### config.mk
export PLATFORM = sky130hd
export DESIGN_NAME = gpio_bank
export DESIGN_NICKNAME = d
export VERILOG_FILES = /design/src/rtl/gpio_bank_pkg.sv /design/src/rtl/gpio_sync.sv /design/src/rtl/gpio_regs.sv /design/src/rtl/gpio_irq.sv /design/src/rtl/gpio_bank.sv
export SDC_FILE = /design/constraint.sdc
export NUM_CORES = 1
export LEC_CHECK = 0
export BUFFER_PORTS_ARGS = -buffer_cell sky130_fd_sc_hd__buf_4
export CORE_ASPECT_RATIO = 1.5
export CORE_MARGIN = 8
export CORE_UTILIZATION = 56
export DETAILED_ROUTE_END_ITERATION = 8
export GPL_ROUTABILITY_DRIVEN = 0
export MAX_ROUTING_LAYER = met4
export PLACE_DENSITY_LB_ADDON = 0.1
export SLEW_MARGIN = 20
export SYNTH_ARGS = -nofsm -noshare
export SYNTH_HDL_FRONTEND = slang
export SYNTH_SLANG_ARGS = --single-unit
### constraint.sdc
create_clock -name clk -period 2.7 [get_ports clk]
set_clock_uncertainty 0.05 [all_clocks]
set_input_delay 0.135 -clock clk [delete_from_list [all_inputs] [get_ports clk]]
set_output_delay 0.135 -clock clk [all_outputs]
set_load 0.01 [all_outputs]
### src/rtl/gpio_bank_pkg.sv
`timescale 1ns/1ps
package gpio_bank_pkg;

    typedef enum logic [3:0] {
        SEL_NONE,
        SEL_LEVEL,
        SEL_LSET,
        SEL_LCLR,
        SEL_NOPULL,
        SEL_DIR,
        SEL_DSET,
        SEL_DCLR,
        SEL_FLO,
        SEL_FHI,
        SEL_RMASK,
        SEL_FMASK,
        SEL_STAT,
        SEL_ICLR
    } reg_sel_e;

    // Byte offsets within the low seven address bits
    localparam logic [6:0] OFS_LEVEL  = 7'h00;
    localparam logic [6:0] OFS_LSET   = 7'h04;
    localparam logic [6:0] OFS_LCLR   = 7'h08;
    localparam logic [6:0] OFS_NOPULL = 7'h0C;
    localparam logic [6:0] OFS_DIR    = 7'h10;
    localparam logic [6:0] OFS_DSET   = 7'h14;
    localparam logic [6:0] OFS_DCLR   = 7'h18;
    localparam logic [6:0] OFS_FLO    = 7'h20;
    localparam logic [6:0] OFS_FHI    = 7'h24;
    localparam logic [6:0] OFS_RMASK  = 7'h40;
    localparam logic [6:0] OFS_FMASK  = 7'h44;
    localparam logic [6:0] OFS_STAT   = 7'h48;
    localparam logic [6:0] OFS_ICLR   = 7'h4C;

    function automatic reg_sel_e decode_ofs(input logic [6:0] ofs);
        reg_sel_e s;
        case (ofs)
            OFS_LEVEL:  s = SEL_LEVEL;
            OFS_LSET:   s = SEL_LSET;
            OFS_LCLR:   s = SEL_LCLR;
            OFS_NOPULL: s = SEL_NOPULL;
            OFS_DIR:    s = SEL_DIR;
            OFS_DSET:   s = SEL_DSET;
            OFS_DCLR:   s = SEL_DCLR;
            OFS_FLO:    s = SEL_FLO;
            OFS_FHI:    s = SEL_FHI;
            OFS_RMASK:  s = SEL_RMASK;
            OFS_FMASK:  s = SEL_FMASK;
            OFS_STAT:   s = SEL_STAT;
            OFS_ICLR:   s = SEL_ICLR;
            default:    s = SEL_NONE;
        endcase
        return s;
    endfunction

endpackage

### src/rtl/gpio_sync.sv
`timescale 1ns/1ps
module gpio_sync #(
    parameter int W      = 32,
    parameter int STAGES = 2
) (
    input  logic         clk,
    input  logic         rst_n,
    input  logic [W-1:0] din,
    output logic [W-1:0] dout
);
    logic [STAGES-1:0][W-1:0] chain_d, chain_q;

    assign chain_d[0] = din;

    generate
        for (genvar s = 1; s < STAGES; s++) begin : g_stage
            assign chain_d[s] = chain_q[s-1];
        end
    endgenerate

    always_ff @(posedge clk or negedge rst_n) begin
        if (!rst_n) chain_q <= '0;
        else        chain_q <= chain_d;
    end

    assign dout = chain_q[STAGES-1];
endmodule

### src/rtl/gpio_regs.sv
`timescale 1ns/1ps
module gpio_regs
    import gpio_bank_pkg::*;
#(
    parameter int W = 32
) (
    input  logic         clk,
    input  logic         rst_n,
    input  logic         wr_en,
    input  reg_sel_e     sel,
    input  logic [W-1:0] wdata,
    output logic [W-1:0] level_q,
    output logic [W-1:0] dir_q,
    output logic [W-1:0] nopull_q,
    output logic [W-1:0] flo_q,
    output logic [W-1:0] fhi_q
);
    typedef struct packed {
        logic [W-1:0] level;
        logic [W-1:0] dir;
        logic [W-1:0] nopull;
        logic [W-1:0] flo;
        logic [W-1:0] fhi;
    } cfg_t;

    cfg_t cfg_d, cfg_q;

    always_comb begin
        cfg_d = cfg_q;
        if (wr_en) begin
            case (sel)
                SEL_LEVEL:  cfg_d.level  = wdata;
                SEL_LSET:   cfg_d.level  = cfg_q.level | wdata;
                SEL_LCLR:   cfg_d.level  = cfg_q.level & ~wdata;
                SEL_NOPULL: cfg_d.nopull = wdata;
                SEL_DIR:    cfg_d.dir    = wdata;
                SEL_DSET:   cfg_d.dir    = cfg_q.dir | wdata;
                SEL_DCLR:   cfg_d.dir    = cfg_q.dir & ~wdata;
                SEL_FLO:    cfg_d.flo    = wdata;
                SEL_FHI:    cfg_d.fhi    = wdata;
                default:    ;
            endcase
        end
    end

    always_ff @(posedge clk or negedge rst_n) begin
        if (!rst_n) begin
            cfg_q.level  <= '0;
            cfg_q.dir    <= '0;
            cfg_q.nopull <= '1;
            cfg_q.flo    <= '0;
            cfg_q.fhi    <= '0;
        end else begin
            cfg_q <= cfg_d;
        end
    end

    assign level_q  = cfg_q.level;
    assign dir_q    = cfg_q.dir;
    assign nopull_q = cfg_q.nopull;
    assign flo_q    = cfg_q.flo;
    assign fhi_q    = cfg_q.fhi;

    AST_LEVEL_SET_ALIAS: assert property (@(posedge clk) disable iff (!rst_n)
        (wr_en && sel == SEL_LSET) |=> (level_q == ($past(level_q) | $past(wdata))));
    AST_LEVEL_CLR_ALIAS: assert property (@(posedge clk) disable iff (!rst_n)
        (wr_en && sel == SEL_LCLR) |=> (level_q == ($past(level_q) & ~$past(wdata))));
    AST_DIR_SET_ALIAS: assert property (@(posedge clk) disable iff (!rst_n)
        (wr_en && sel == SEL_DSET) |=> (dir_q == ($past(dir_q) | $past(wdata))));
    AST_DIR_CLR_ALIAS: assert property (@(posedge clk) disable iff (!rst_n)
        (wr_en && sel == SEL_DCLR) |=> (dir_q == ($past(dir_q) & ~$past(wdata))));
    AST_HOLD_NO_WRITE: assert property (@(posedge clk) disable iff (!rst_n)
        !wr_en |=> ($stable(level_q) && $stable(dir_q) && $stable(nopull_q)
                    && $stable(flo_q) && $stable(fhi_q)));
endmodule

### src/rtl/gpio_irq.sv
`timescale 1ns/1ps
module gpio_irq
    import gpio_bank_pkg::*;
#(
    parameter int W = 32
) (
    input  logic         clk,
    input  logic         rst_n,
    input  logic [W-1:0] pin,
    input  logic         wr_en,
    input  reg_sel_e     sel,
    input  logic [W-1:0] wdata,
    output logic [W-1:0] rmask_q,
    output logic [W-1:0] fmask_q,
    output logic [W-1:0] status_q,
    output logic         irq
);
    typedef struct packed {
        logic [W-1:0] prev;
        logic [W-1:0] rmask;
        logic [W-1:0] fmask;
        logic [W-1:0] status;
    } irq_st_t;

    irq_st_t st_d, st_q;
    logic [W-1:0] rise_ev, fall_ev, clr_bits;

    always_comb begin
        rise_ev  = pin & ~st_q.prev & st_q.rmask;
        fall_ev  = ~pin & st_q.prev & st_q.fmask;
        clr_bits = (wr_en && sel == SEL_ICLR) ? wdata : '0;
        st_d        = st_q;
        st_d.prev   = pin;
        if (wr_en && sel == SEL_RMASK) st_d.rmask = wdata;
        if (wr_en && sel == SEL_FMASK) st_d.fmask = wdata;
        st_d.status = (st_q.status & ~clr_bits) | rise_ev | fall_ev;
    end

    always_ff @(posedge clk or negedge rst_n) begin
        if (!rst_n) st_q <= '0;
        else        st_q <= st_d;
    end

    assign rmask_q  = st_q.rmask;
    assign fmask_q  = st_q.fmask;
    assign status_q = st_q.status;
    assign irq      = |st_q.status;

    AST_STATUS_NEEDS_MASK: assert property (@(posedge clk) disable iff (!rst_n)
        1'b1 |=> ((status_q & ~$past(status_q) & ~($past(rmask_q) | $past(fmask_q))) == '0));
    AST_STATUS_CLEARED: assert property (@(posedge clk) disable iff (!rst_n)
        (wr_en && sel == SEL_ICLR) |=> ((status_q & $past(wdata) & ~$past(rise_ev | fall_ev)) == '0));
endmodule

### src/rtl/gpio_bank.sv
`timescale 1ns/1ps
module gpio_bank
    import gpio_bank_pkg::*;
#(
    parameter int NPINS  = 32,
    parameter int ADDR_W = 8,
    parameter int SYNC_N = 2
) (
    input  logic                 clk,
    input  logic                 rst_n,
    input  logic                 psel,
    input  logic                 penable,
    input  logic                 pwrite,
    input  logic [ADDR_W-1:0]    paddr,
    input  logic [NPINS-1:0]     pwdata,
    output logic [NPINS-1:0]     prdata,
    input  logic [NPINS-1:0]     pad_in,
    output logic [NPINS-1:0]     pad_out,
    output logic [NPINS-1:0]     pad_oe,
    output logic [NPINS-1:0]     pull_en,
    output logic [NPINS-1:0]     pull_up,
    output logic [2*NPINS-1:0]   fsel,
    output logic                 irq
);
    localparam int FS_W = 2;

    reg_sel_e         sel;
    logic             wr_en;
    logic [NPINS-1:0] pin_sync, level_q, dir_q, nopull_q, flo_q, fhi_q;
    logic [NPINS-1:0] rmask_q, fmask_q, status_q, level_rd;

    assign sel   = (paddr[ADDR_W-1:7] == '0) ? decode_ofs(paddr[6:0]) : SEL_NONE;
    assign wr_en = psel & penable & pwrite;

    gpio_sync #(.W(NPINS), .STAGES(SYNC_N)) sync_i (
        .clk(clk), .rst_n(rst_n), .din(pad_in), .dout(pin_sync)
    );

    gpio_regs #(.W(NPINS)) regs_i (
        .clk(clk), .rst_n(rst_n), .wr_en(wr_en), .sel(sel), .wdata(pwdata),
        .level_q(level_q), .dir_q(dir_q), .nopull_q(nopull_q),
        .flo_q(flo_q), .fhi_q(fhi_q)
    );

    gpio_irq #(.W(NPINS)) irq_i (
        .clk(clk), .rst_n(rst_n), .pin(pin_sync), .wr_en(wr_en), .sel(sel),
        .wdata(pwdata), .rmask_q(rmask_q), .fmask_q(fmask_q),
        .status_q(status_q), .irq(irq)
    );

    assign pad_out  = level_q;
    assign pad_oe   = dir_q;
    assign pull_en  = ~nopull_q & ~dir_q;
    assign pull_up  = level_q & pull_en;
    assign level_rd = (dir_q & level_q) | (~dir_q & pin_sync);

    generate
        for (genvar i = 0; i < NPINS; i++) begin : g_fsel
            assign fsel[FS_W*i +: FS_W] = {fhi_q[i], flo_q[i]};
        end
    endgenerate

    always_comb begin
        prdata = '0;
        if (psel && !pwrite) begin
            case (sel)
                SEL_LEVEL:  prdata = level_rd;
                SEL_NOPULL: prdata = nopull_q;
                SEL_DIR:    prdata = dir_q;
                SEL_FLO:    prdata = flo_q;
                SEL_FHI:    prdata = fhi_q;
                SEL_RMASK:  prdata = rmask_q;
                SEL_FMASK:  prdata = fmask_q;
                SEL_STAT:   prdata = status_q;
                default:    prdata = '0;
            endcase
        end
    end
endmodule

---- Word level (Yosys, flattened, before mapping) ----
Index checks and enable logic that the tools add are counted.
cells by class
  equality and inequality tests ........... 25
  multiplexer cells ....................... 7
  bitwise operators ....................... 24
  reductions and logical operators ........ 14
operators by type and width
  cell                                                 count
  bitwise AND 32 bit                                   11
  case mux 32 bit (8 select lines)                     1
  NOT 32 bit                                           6
  case mux 32 bit (3 select lines)                     2
  bitwise OR 32 bit                                    5
  2-to-1 mux 32 bit                                    2
  case mux 4 bit (13 select lines)                     1
  OR reduction 32 bit                                  1
  equality test 7 bit, second input constant           4
  equality test 4 bit, second input constant           6
  equality test 7 x 5 -> 1 bit, second input constant  3
  equality test 4 x 3 -> 1 bit, second input constant  4
  equality test 7 x 4 -> 1 bit, second input constant  2
  equality test 7 x 6 -> 1 bit, second input constant  2
  AND reduction 2 bit                                  5
  equality test 4 x 2 -> 1 bit, second input constant  2
  equality test 7 x 3 -> 1 bit, second input constant  1
  zero test 7 bit                                      1
  nonzero test 3 bit                                   2
  equality test 4 x 1 -> 1 bit, second input constant  1
  logical AND 1 bit                                    4
  2-to-1 mux 4 bit                                     1
  bitwise AND 1 bit                                    2
  zero test 1 bit                                      1
word-level totals
  bits in registers ....................... 352
  bits of input ports ..................... 77

---- Depth between registers and ports, before layout ----
Gate-level depths: netlist (run 1).
  depth after elaboration ................. 10
  depth in mapped cells ................... 9

---- Hierarchy ----
From an unflattened synthesis (run 1), not the netlist that was laid out.
second synthesis, totals
  cells, all modules ...................... 1504
  area total of the unflattened synthesis .. 17246.5 um^2
modules (own cells, without submodules)
  module     instances  cells each  area each (um^2)
  gpio_regs  1          461         6532.5
  gpio_irq   1          474         5843.1
  gpio_bank  1          505         3269.4
  gpio_sync  1          64          1601.5

---- Least setup slack after synthesis (run 1) ----
OpenSTA, ideal clock, no wires.
  path type ............................... input -> output
  start ................................... input paddr[7]
  end ..................................... output prdata[29]
  arrival ................................. 1.873 ns
  slack ................................... 0.642 ns
  cell stages on the path ................. 8
  buffers on the path ..................... 2
  cells stage by stage .................... buf_2 or4_1 nor4_1 clkbuf_1 a22oi_1 o21ai_0 a221oi_1 a21oi_1
on the way
  word-level cells in the longest chain between the ends .. 4
  elaborated cells on any way between the ends .. 11
  those cells by class .................... 8 x eq/ne; 3 x mux
RTL lines
  what                                         line             source
  from (decl)                                  gpio_bank.sv:14  input logic [ADDR_W-1:0] paddr,
  2-to-1 mux 4 bit *                           gpio_bank.sv:32  assign sel = (paddr[ADDR_W-1:7] == '0) ? decode_ofs(paddr[6:0]) : SEL_NONE;
  equality test 4 bit (tied with other cells)  gpio_bank.sv:66  case (sel)
  case mux 32 bit (8 select lines) *           gpio_bank.sv:66
  2-to-1 mux 32 bit *                          gpio_bank.sv:65  if (psel && !pwrite) begin
  to (decl)                                    gpio_bank.sv:16  output logic [NPINS-1:0] prdata,
Mark *: on every way between the ends. The rest lies on a longest branch, timed or not.

---- Worst setup path in the final report (run 1) ----
  start ................................... register irq_i.st_q, in the netlist irq_i.status_q[6]
  end ..................................... output irq
on the way
  word-level cells in the longest chain between the ends .. 1
RTL lines
  what                    line             source
  from (decl)             gpio_irq.sv:25   irq_st_t st_d, st_q;
  from (signal assigned)  gpio_irq.sv:41   else st_q <= st_d;
  OR reduction 32 bit     gpio_irq.sv:47   assign irq = |st_q.status;
  to (decl)               gpio_bank.sv:23  output logic irq
Every way passes these cells.

==> results of run 1 <==
-- cells in the final DEF, fill, tap and decap left out, drive strengths merged, types with 9 or more instances in the layout --
cell type      n
o211ai        34
nand3         60
clkinv         9
a2bb2oi       12
a41oi         15
nand3b        34
nor2          48
a221oi        23
dlygate4sd3   65
mux2i         26
nand2        152
a21oi         11
clkbuf        46
o21ai        104
nor2b          9
dfrtp        320
dfstp         32
and2          37
nor4          14
a22o          82
mux2         174
buf          379
a31oi         18
-- Yosys cell counts, drive strengths merged, types with 4 or more instances --
cell	instances
a211oi	4
a21oi	11
a221oi	23
a22o	82
a22oi	5
a2bb2oi	12
a31oi	18
a41oi	15
and2	37
and3	5
buf	39
clkbuf	67
dfrtp	320
dfstp	32
inv	4
mux2	174
mux2i	26
nand2	152
nand3	60
nand3b	34
nand4	4
nor2	48
nor2b	9
nor3	5
nor4	14
o211ai	34
o21ai	104
-- cells by family after synthesis --
group,Yosys count
muxes,200
DFF,352
AOI/OAI and AO/OA,327
and+or+nand+nor,378
xor gates and xnor gates,2
buffers and inverters,110
-- through the flow --
| stage | util [%] | instance area [sq um] |
|---|---|---|
| after floorplan | - | 15800 |
| after global placement | 67.7 | 18900 |
| after detailed placement | 67.7 | 18900 |
| after CTS | 73.8 | 20600 |
| after global routing | 73.9 | 20600 |
| final | 73.9 | 20600 |
-- sequential cells by signal, summed over array words and instances (netlist names) --
register and cells:
irq_i.status_q 32, irq_i.fmask_q 32, sync_i.dout 32, irq_i.st_q 32, regs_i.flo_q 32, regs_i.dir_q 32, sync_i.chain_d 32, regs_i.level_q 32
regs_i.fhi_q 32, regs_i.nopull_q 32, irq_i.rmask_q 32
-- worst max-delay path, stage by stage, from the launching register on --
cell	delay, ns
dfrtp_1	0.41
nor4_1	0.56
nand4_1	0.29
or2_2	0.40
buf_4	0.16
-- per-layer routing --
| metal | GRT usage (%) | wire [microns] | vias to the layer above |
|---|---|---|---|
| li1 | - | - | 5776 |
| met1 | 38.3 | 20500 | 6877 |
| met2 | 55.0 | 27900 | 854 |
| met3 | 6.34 | 4570 | 201 |
| met4 | 18.4 | 3210 | 0 |
| met5 | - | 0 | - |
-- cell type report --
cell class	instances	share of cell area, %
inverters	4	0.0729
flip-flops and latches	352	43.0
clock inverters	15	0.444
multi-input cells	907	31.9
clock buffers	46	4.75
well taps	346	2.10
repair buffers	444	17.7
diodes	1	0.0122
-- power by group through the flow --
| stage | Sequential [mW] | Clock [mW] | Combinational, mW |
|---|---|---|---|
| global route | 5.64 | 4.91 | 1.09 |
| CTS | 5.62 | 4.68 | 1.02 |
| finish | 5.63 | 4.64 | 1.02 |
| floorplan | 5.69 | 0 | 0.344 |
| global placement | 5.71 | 0 | 0.917 |
| detailed placement | 5.72 | 0 | 0.933 |
-- final timing paths --
kind	slack, ns	to	start	cells after the start
setup / recovery	0.17	irq	irq_i.status_q[6]$_DFF_PN0_	4
setup reg to reg	1.80	regs_i.dir_q[3]$_DFFE_PN0P_	regs_i.dir_q[3]$_DFFE_PN0P_	1
max in group asynchronous	1.56	regs_i.nopull_q[18]$_DFFE_PN1P_	rst_n	3
min in group clk	0.20	sync_i.chain_d[55]$_DFF_PN0_	pad_in[23]	2
hold / removal	0.13	regs_i.flo_q[30]$_DFFE_PN0P_	rst_n	2
hold reg to reg	0.29	sync_i.dout[10]$_DFF_PN0_	sync_i.chain_d[42]$_DFF_PN0_	0
-- timing repair --
| item | 4_1_cts | 5_1_grt |
|---|---|---|
| hold buffers | 65 | 0 |
| endpoints found under the hold margin | 354 | 0 |
| resized for setup | 0 | 0 |
==> run_results.csv, run 1 <==
group,metric,value,unit
run_status,status,"finished clean",
synthesis,ys_warn_count,0,
die,die-area,0.0339,sq mm
synthesis,yosys.area.top_type_share,50.7,%
pwr,p_leak,9.29,nW
pwr,p_comb_share,9.0,%
die,start_util,56.7,%
synthesis,synth_top_cell_by_area,"dfrtp_1",
detailed_routing,vias,13708,
synthesis,synth_edf_count,0,
timing,timing.hold.ws,0.127,ns
synthesis,synth_cell_types,57,
die,core,0.0279,sq mm
clock_tree,cts-htree-levels,2,
timing,hold_viol,0,
detailed_routing,wl_per_cell,26.5,microns
place,io_buffers,301,
detailed_routing,avgViaCountPerCell,6.48,
cells_and_area,nFillCells,1964,
die,top_level_ports,302,
clock_tree,cts_setup_buffers,0,
synthesis,synth_mux_area_share,14.1,%
place,place_inst,1988,
timing,period_needed,2.53,ns
synthesis,synth-simple-area-share,11.9,%
synthesis,async_flop_share,100,%
pwr,ir_drop,0.000506,V
timing,worstMarginPinSlew,0.670,ns
critical_path,critPathMaxFanout,3,
global_routing,grt_antenna_before_repair,1,
timing,slew_violations,0,
cells_and_area,fin_cells,2115,
cells_and_area,nets,1820,
cells_and_area,drive_gt1_share,37.6,%
clock_tree,cts-root-buf,"clkbuf_16",
synthesis,avgSynthCellArea,11.5,sq um
pwr,p_sw,2.78,mW
synthesis,ys.flop_type,"dfrtp_1",
detailed_routing,drc,0,
synthesis,yosysSeqAreaShare,56.0,%
synthesis,synthXorXnorAreaFrac,0.111,%
critical_path,path_class,"reg2out",
synthesis,syn_nets,1446,
pwr,pwr_density_cell,548,mW/mm^2
pwr,switching_share,24.6,%
clock_tree,clock_sinks,352,
critical_path,start_kind,"flop",
place,pre_cts_ws,0.260,ns
synthesis,postSynthCellCount,1369,
pwr,power,11.3,mW
global_routing,overflow,0,
die,die_width,153,microns
detailed_routing,ant_nets,0,
timing,setup_ws,0.171,ns
die,rows,75,
synthesis,synth_compound_area_share,14.8,%
place,hpwl,38.3,mm
synthesis,synthAdderAreaFrac,0,%
clock_tree,clk_latency,0.53,ns
global_routing,grt_pass1_vias,14211,
synthesis,syn-cell-area,0.0158,sq mm
critical_path,cp-end-kind,"primary output",
detailed_routing,routed_wl,56.1,mm
hold_path,min_path_type,"in2async",
global_routing,grt_pass1_wl,85.1,mm
critical_path,cp.arrival,2.34,ns
pwr,pwr-share-seq,49.8,%
detailed_routing,first_iter_violations,1327,
cells_and_area,regArea,0.00885,sq mm
clock_tree,numCtsBuffers,34,
timing,fmax,0.395,GHz
critical_path,crit_required,2.52,ns
timing,fin_crit_sh,93.7,%
timing,rsz0062_at_grt,"false",
clock_tree,clockBufferDepth,3,
cells_and_area,multiInputGateArea,0.00656,sq mm
run,drv_cap,0,
cells_and_area,syn_to_final_growth,30.4,%
pwr,clock_power_share,41.1,%
synthesis,ys_seq_elements,352,
timing,slew-limit-headroom,55.3,%
synthesis,synth_area_leaders,"dfrtp_1 (51%), mux2_2 (12%), dfstp_2 (5.3%)",
pwr,p_int,8.51,mW
synthesis,synth_top_family_by_area,"compound AO/OA/AOI/OAI gates",
timing,final.setup.tns,0,ns
detailed_routing,dr.pass1.iters,6,
clock_tree,cts_tree,"yes",
clock_tree,cts.clk_slew.worst_paths,0.06,ns
timing,report.final.setup_viol,0,
global_routing,grt_use_total,33.5,%
global_routing,grt_max_degree,79,
die,die_height,222,microns
(Power assumes the default switching activity.)
==> inputs of run 2 (changes only) <==
CORE_ASPECT_RATIO = 1.4   (was 1.5)
==> run_results.csv, run 2 (synthesis results as in run 1) <==
group,metric,value,unit
die,die_height,215,microns
die,top_level_ports,302,
die,die_width,158,microns
cells_and_area,multiInputGateArea,0.00656,sq mm
global_routing,grt_pass1_wl,85.0,mm
detailed_routing,drc,0,
die,die-area,0.0339,sq mm
cells_and_area,mostFrequentLayoutCell,"buf_4",
die,rows,72,
critical_path,cp-end-kind,"primary output",
timing,worstMarginPinSlew,0.911,ns
timing,hold_viol,0,
cells_and_area,final_cell_mix,"buf_4 (377), dfrtp_1 (320), mux2_2 (172), nand2_1 (151), o21ai_0 (100)",
cells_and_area,nFillCells,1872,
critical_path,crit_start,"paddr[6]",
global_routing,grt_pass1_vias,14113,
hold_path,min_path_type,"in2async",
clock_tree,cts-root-buf,"clkbuf_16",
timing,period_needed,2.57,ns
timing,fin_crit_sh,95.2,%
die,start_util,57.1,%
clock_tree,clockBufferDepth,3,
place,place_inst,2018,
clock_tree,clock_sinks,352,
detailed_routing,first_iter_violations,1168,
clock_tree,cts_tree,"yes",
clock_tree,cts-htree-levels,2,
run,drv_cap,0,
critical_path,cp.arrival,2.39,ns
detailed_routing,avgViaCountPerCell,6.42,
critical_path,path_class,"in2out",
global_routing,grt_use_total,33.7,%
detailed_routing,routed_wl,56.0,mm
global_routing,grt_max_degree,83,
critical_path,critPathMaxFanout,20,
cells_and_area,fin_cells,2150,
run_status,status,"finished clean",
timing,final.setup.tns,0,ns
detailed_routing,dr.pass1.iters,6,
cells_and_area,drive_gt1_share,37.9,%
critical_path,r2r-start,"sync_i.dout[31]$_DFF_PN0_",
clock_tree,numCtsBuffers,35,
cells_and_area,nets,1829,
pwr,ir_drop,0.000512,V
cells_and_area,syn_to_final_growth,31.7,%
timing,rsz0062_at_grt,"false",
critical_path,start_kind,"input pin",
pwr,pwr_density_cell,566,mW/mm^2
critical_path,crit_required,2.52,ns
clock_tree,cts.clk_slew.worst_paths,0.06,ns
timing,slew_violations,0,
cells_and_area,regArea,0.00885,sq mm
clock_tree,cts_resized,0,
detailed_routing,wl_per_cell,26.0,microns
pwr,p_leak,9.40,nW
timing,report.final.setup_viol,0,
detailed_routing,ant_nets,0,
place,io_buffers,301,
detailed_routing,vias,13798,
timing,slew-limit-headroom,39.0,%
timing,fmax,0.389,GHz
die,core,0.0277,sq mm
place,hpwl,38.1,mm
clock_tree,clk_latency,0.52,ns
global_routing,grt_antenna_before_repair,2,
global_routing,overflow,0,
==> run 2: layout make-up <==
type                       count  area share [%]
sequential                   352            42.6
multi-input combinational    907            31.6
timing repair buffer         452            17.7
clock buffer                  53            5.17
tap                          370            2.23
clock inverter                10           0.722
inverter                       4          0.0722
antenna                        2          0.0241
==> run 2: layer usage <==
metal  vias to the layer above  track usage [%]  routed length [microns]
met5                         -                -                        0
met3                       224             5.34                     5120
met1                      6885             41.2                    20700
met2                       906             52.9                    26900
met4                         0             18.1                     3300
li1                       5783                -                        -
==> run 2: worst paths after layout <==
kind / endpoint / slack, ns / depth (start not counted)
setup / recovery: prdata[16] / 0.13 / 9
hold / removal: sync_i.chain_d[37]$_DFF_PN0_ / 0.17 / 2
setup reg to reg: irq_i.status_q[31]$_DFF_PN0_ / 1.79 / 2
hold reg to reg: sync_i.dout[23]$_DFF_PN0_ / 0.29 / 0
max in group asynchronous: regs_i.nopull_q[26]$_DFFE_PN1P_ / 1.59 / 3
min in group clk: sync_i.chain_d[47]$_DFF_PN0_ / 0.20 / 2
==> run 2: worst max-delay path, stage by stage <==
cell and delay (ns):
buf_4 0.20, nor2b_1 0.22, o21ai_1 0.13, o21a_1 0.19
o21a_1 0.19, o21ai_4 0.71, buf_4 0.33, a41oi_1 0.07
buf_4 0.19
==> run 2: repair_timing <==
item                                    4_1_cts  5_1_grt
hold endpoints to repair                    361        0
buffers inserted                              0        2
endpoints found under the setup margin        0        2
hold buffers                                 65        0
==> run 2: stage by stage <==
step | hold slack (ns) | instance area, sq um | total power [mW] | setup WS [ns] | util (%)
2_1_floorplan | -0.211 | 15800 | 6.03 | 0.642 | -
3_3_place_gp | 0.145 | 18900 | 6.64 | 0.101 | 68.3
3_5_place_dp | 0.142 | 18900 | 6.66 | 0.0850 | 68.3
4_1_cts | 0.191 | 20800 | 11.8 | 0.135 | 75.1
5_1_grt | 0.205 | 20800 | 12.1 | 0.0388 | 75.2
6_report | 0.168 | 20800 | 11.8 | 0.129 | 75.2
==> run 2: power by group <==
group	internal (mW)	leakage (nW)	switching (mW)
sequential	5.46	4.39	0.170
combinational	0.500	4.41	0.524
clock	3.05	0.600	2.06
total	9.02	9.40	2.75
==> inputs of run 3 (changes only) <==
BUFFER_PORTS_ARGS = -buffer_cell sky130_fd_sc_hd__buf_2   (was -buffer_cell sky130_fd_sc_hd__buf_4)
CORE_UTILIZATION = 50   (was 56)
clock period = 2.2 ns   (was 2.7 ns; I/O delays follow)
==> run_results.csv, run 3 (synthesis results as in run 1) <==
group,metric,value,unit
timing,final.setup.tns,-0.0972,ns
timing,period_needed,2.23,ns
critical_path,crit_family,"buffers and inverters",
critical_path,cp.arrival,2.07,ns
clock_tree,clk_latency,0.52,ns
critical_path,critPathMostFrequentCell,"buf_6",
run_status,status,"finished, violations left",
timing,timing.hold.ws,0.0641,ns
die,die_width,166,microns
place,io_buffers,301,
critical_path,max_stage_delay,0.32,ns
timing,slew_violations,0,
timing,slew-limit-headroom,37.6,%
critical_path,critPathMaxFanout,6,
critical_path,crit_buf_inv,6,
critical_path,cp_slowest_cell,"a211oi_4",
cells_and_area,mostFrequentLayoutCell,"dfrtp_1",
cells_and_area,syn_to_final_growth,39.3,%
die,rows,77,
cells_and_area,nFillCells,2311,
global_routing,grt_use_total,30.8,%
clock_tree,clock_sinks,352,
global_routing,grt_pass1_vias,14370,
timing,worstMarginPinSlew,0.931,ns
detailed_routing,wl_per_cell,25.5,microns
hold_path,min_path_type,"in2async",
cells_and_area,utilization,70.2,%
clock_tree,cts.clk_slew.worst_paths,0.06,ns
detailed_routing,routed_wl,58.0,mm
pwr,p_leak,10.2,nW
cells_and_area,nets,1935,
cells_and_area,final_cell_mix,"dfrtp_1 (315), buf_2 (291), mux2_2 (171), buf_4 (127), nand2_1 (123)",
place,pre_cts_ws,-0.236,ns
detailed_routing,drc,0,
pwr,ir_drop,0.000703,V
clock_tree,cts_tree,"yes",
clock_tree,clockBufferDepth,3,
pwr,pwr_density_cell,638,mW/mm^2
clock_tree,cts-root-buf,"clkbuf_16",
global_routing,grt_antenna_before_repair,0,
cells_and_area,multiInputGateArea,0.00725,sq mm
critical_path,cp_cell_sequence,"buf_8 -> nor3b_4 -> buf_6 -> o211ai_1 -> buf_4 -> a211oi_4 -> buf_6 -> buf_12 -> nand2_2 -> a41oi_2 -> buf_2",
critical_path,start_kind,"input pin",
run,drv_cap,0,
die,top_level_ports,302,
die,die-area,0.0376,sq mm
detailed_routing,first_iter_violations,1169,
global_routing,overflow,0,
die,start_util,50.4,%
timing,hold_viol,0,
die,core,0.0313,sq mm
timing,fmax,0.449,GHz
critical_path,cp-end-kind,"primary output",
detailed_routing,avgViaCountPerCell,6.14,
detailed_routing,dr.pass1.iters,7,
cells_and_area,drive_gt1_share,46.9,%
timing,fin_crit_sh,101,%
critical_path,path_class,"in2out",
cells_and_area,regArea,0.00885,sq mm
timing,rsz0062_at_grt,"true",
critical_path,crit_required,2.04,ns
place,hpwl,39.8,mm
clock_tree,cts-htree-levels,2,
run_status,violations,"setup timing",
timing,report.final.setup_viol,7,
detailed_routing,vias,13978,
cells_and_area,antenna_cells,0,
global_routing,grt_pass1_wl,86.6,mm
timing,setup_ws,-0.0264,ns
detailed_routing,ant_nets,0,
die,die_height,226,microns
global_routing,grt_max_degree,83,
clock_tree,numCtsBuffers,36,
[run 3: routing by layer]
metal	vias to the layer above	share of wire [%]	GRT usage (%)
met5	-	0	-
met4	0	5.2	15.5
met3	202	7.7	5.64
met2	727	49	50.8
met1	7031	38	36.1
li1	6018	-	-
[run 3: path summary, 6_finish.rpt]
| check | to | depth (start not counted) | from | slack [ns] |
|---|---|---|---|---|
| min | sync_i.dout[4]$_DFF_PN0_ | 2 | rst_n | 0.06 |
| max in group asynchronous | regs_i.nopull_q[22]$_DFFE_PN1P_ | 3 | rst_n | 1.09 |
| min in group clk | sync_i.chain_d[41]$_DFF_PN0_ | 2 | pad_in[9] | 0.18 |
| min reg2reg | sync_i.dout[11]$_DFF_PN0_ | 0 | sync_i.chain_d[43]$_DFF_PN0_ | 0.30 |
| max reg2reg | regs_i.dir_q[0]$_DFFE_PN0P_ | 2 | regs_i.dir_q[0]$_DFFE_PN0P_ | 1.27 |
| max | prdata[13] | 11 | paddr[3] | -0.03 |
[run 3: cell type report]
class,count,area share [%]
inverters,4,0.0683
flip-flops and latches,352,40.3
repair buffers,557,19.3
clock inverters,6,0.250
clock buffers,56,4.85
multi-input cells,907,33.0
well taps,395,2.25
[run 3: report_power, final]
| group | switching [mW] | internal, mW | total, mW |
|---|---|---|---|
| clock network | 2.45 | 3.44 | 5.90 |
| registers | 0.208 | 6.71 | 6.91 |
| logic | 0.674 | 0.551 | 1.22 |
| total | 3.33 | 10.7 | 14.0 |
[run 3: stage by stage]
stage	cells	power [mW]	cell area, sq um
2_1_floorplan	1369	7.41	15800
3_3_place_gp	2103	8.06	18800
3_5_place_dp	2103	8.08	18800
4_1_cts	2261	14.1	21300
5_1_grt	2277	14.5	22000
6_report	2277	14.0	22000
[run 3: repair_timing]
action | CTS | global route
hold buffers | 65 | 0
resized for setup | 107 | 125
gates cloned | 2 | 2
setup endpoints to repair | 33 | 97
endpoints found under the hold margin | 401 | 0
pin swaps | 30 | 51
buffers inserted | 29 | 15
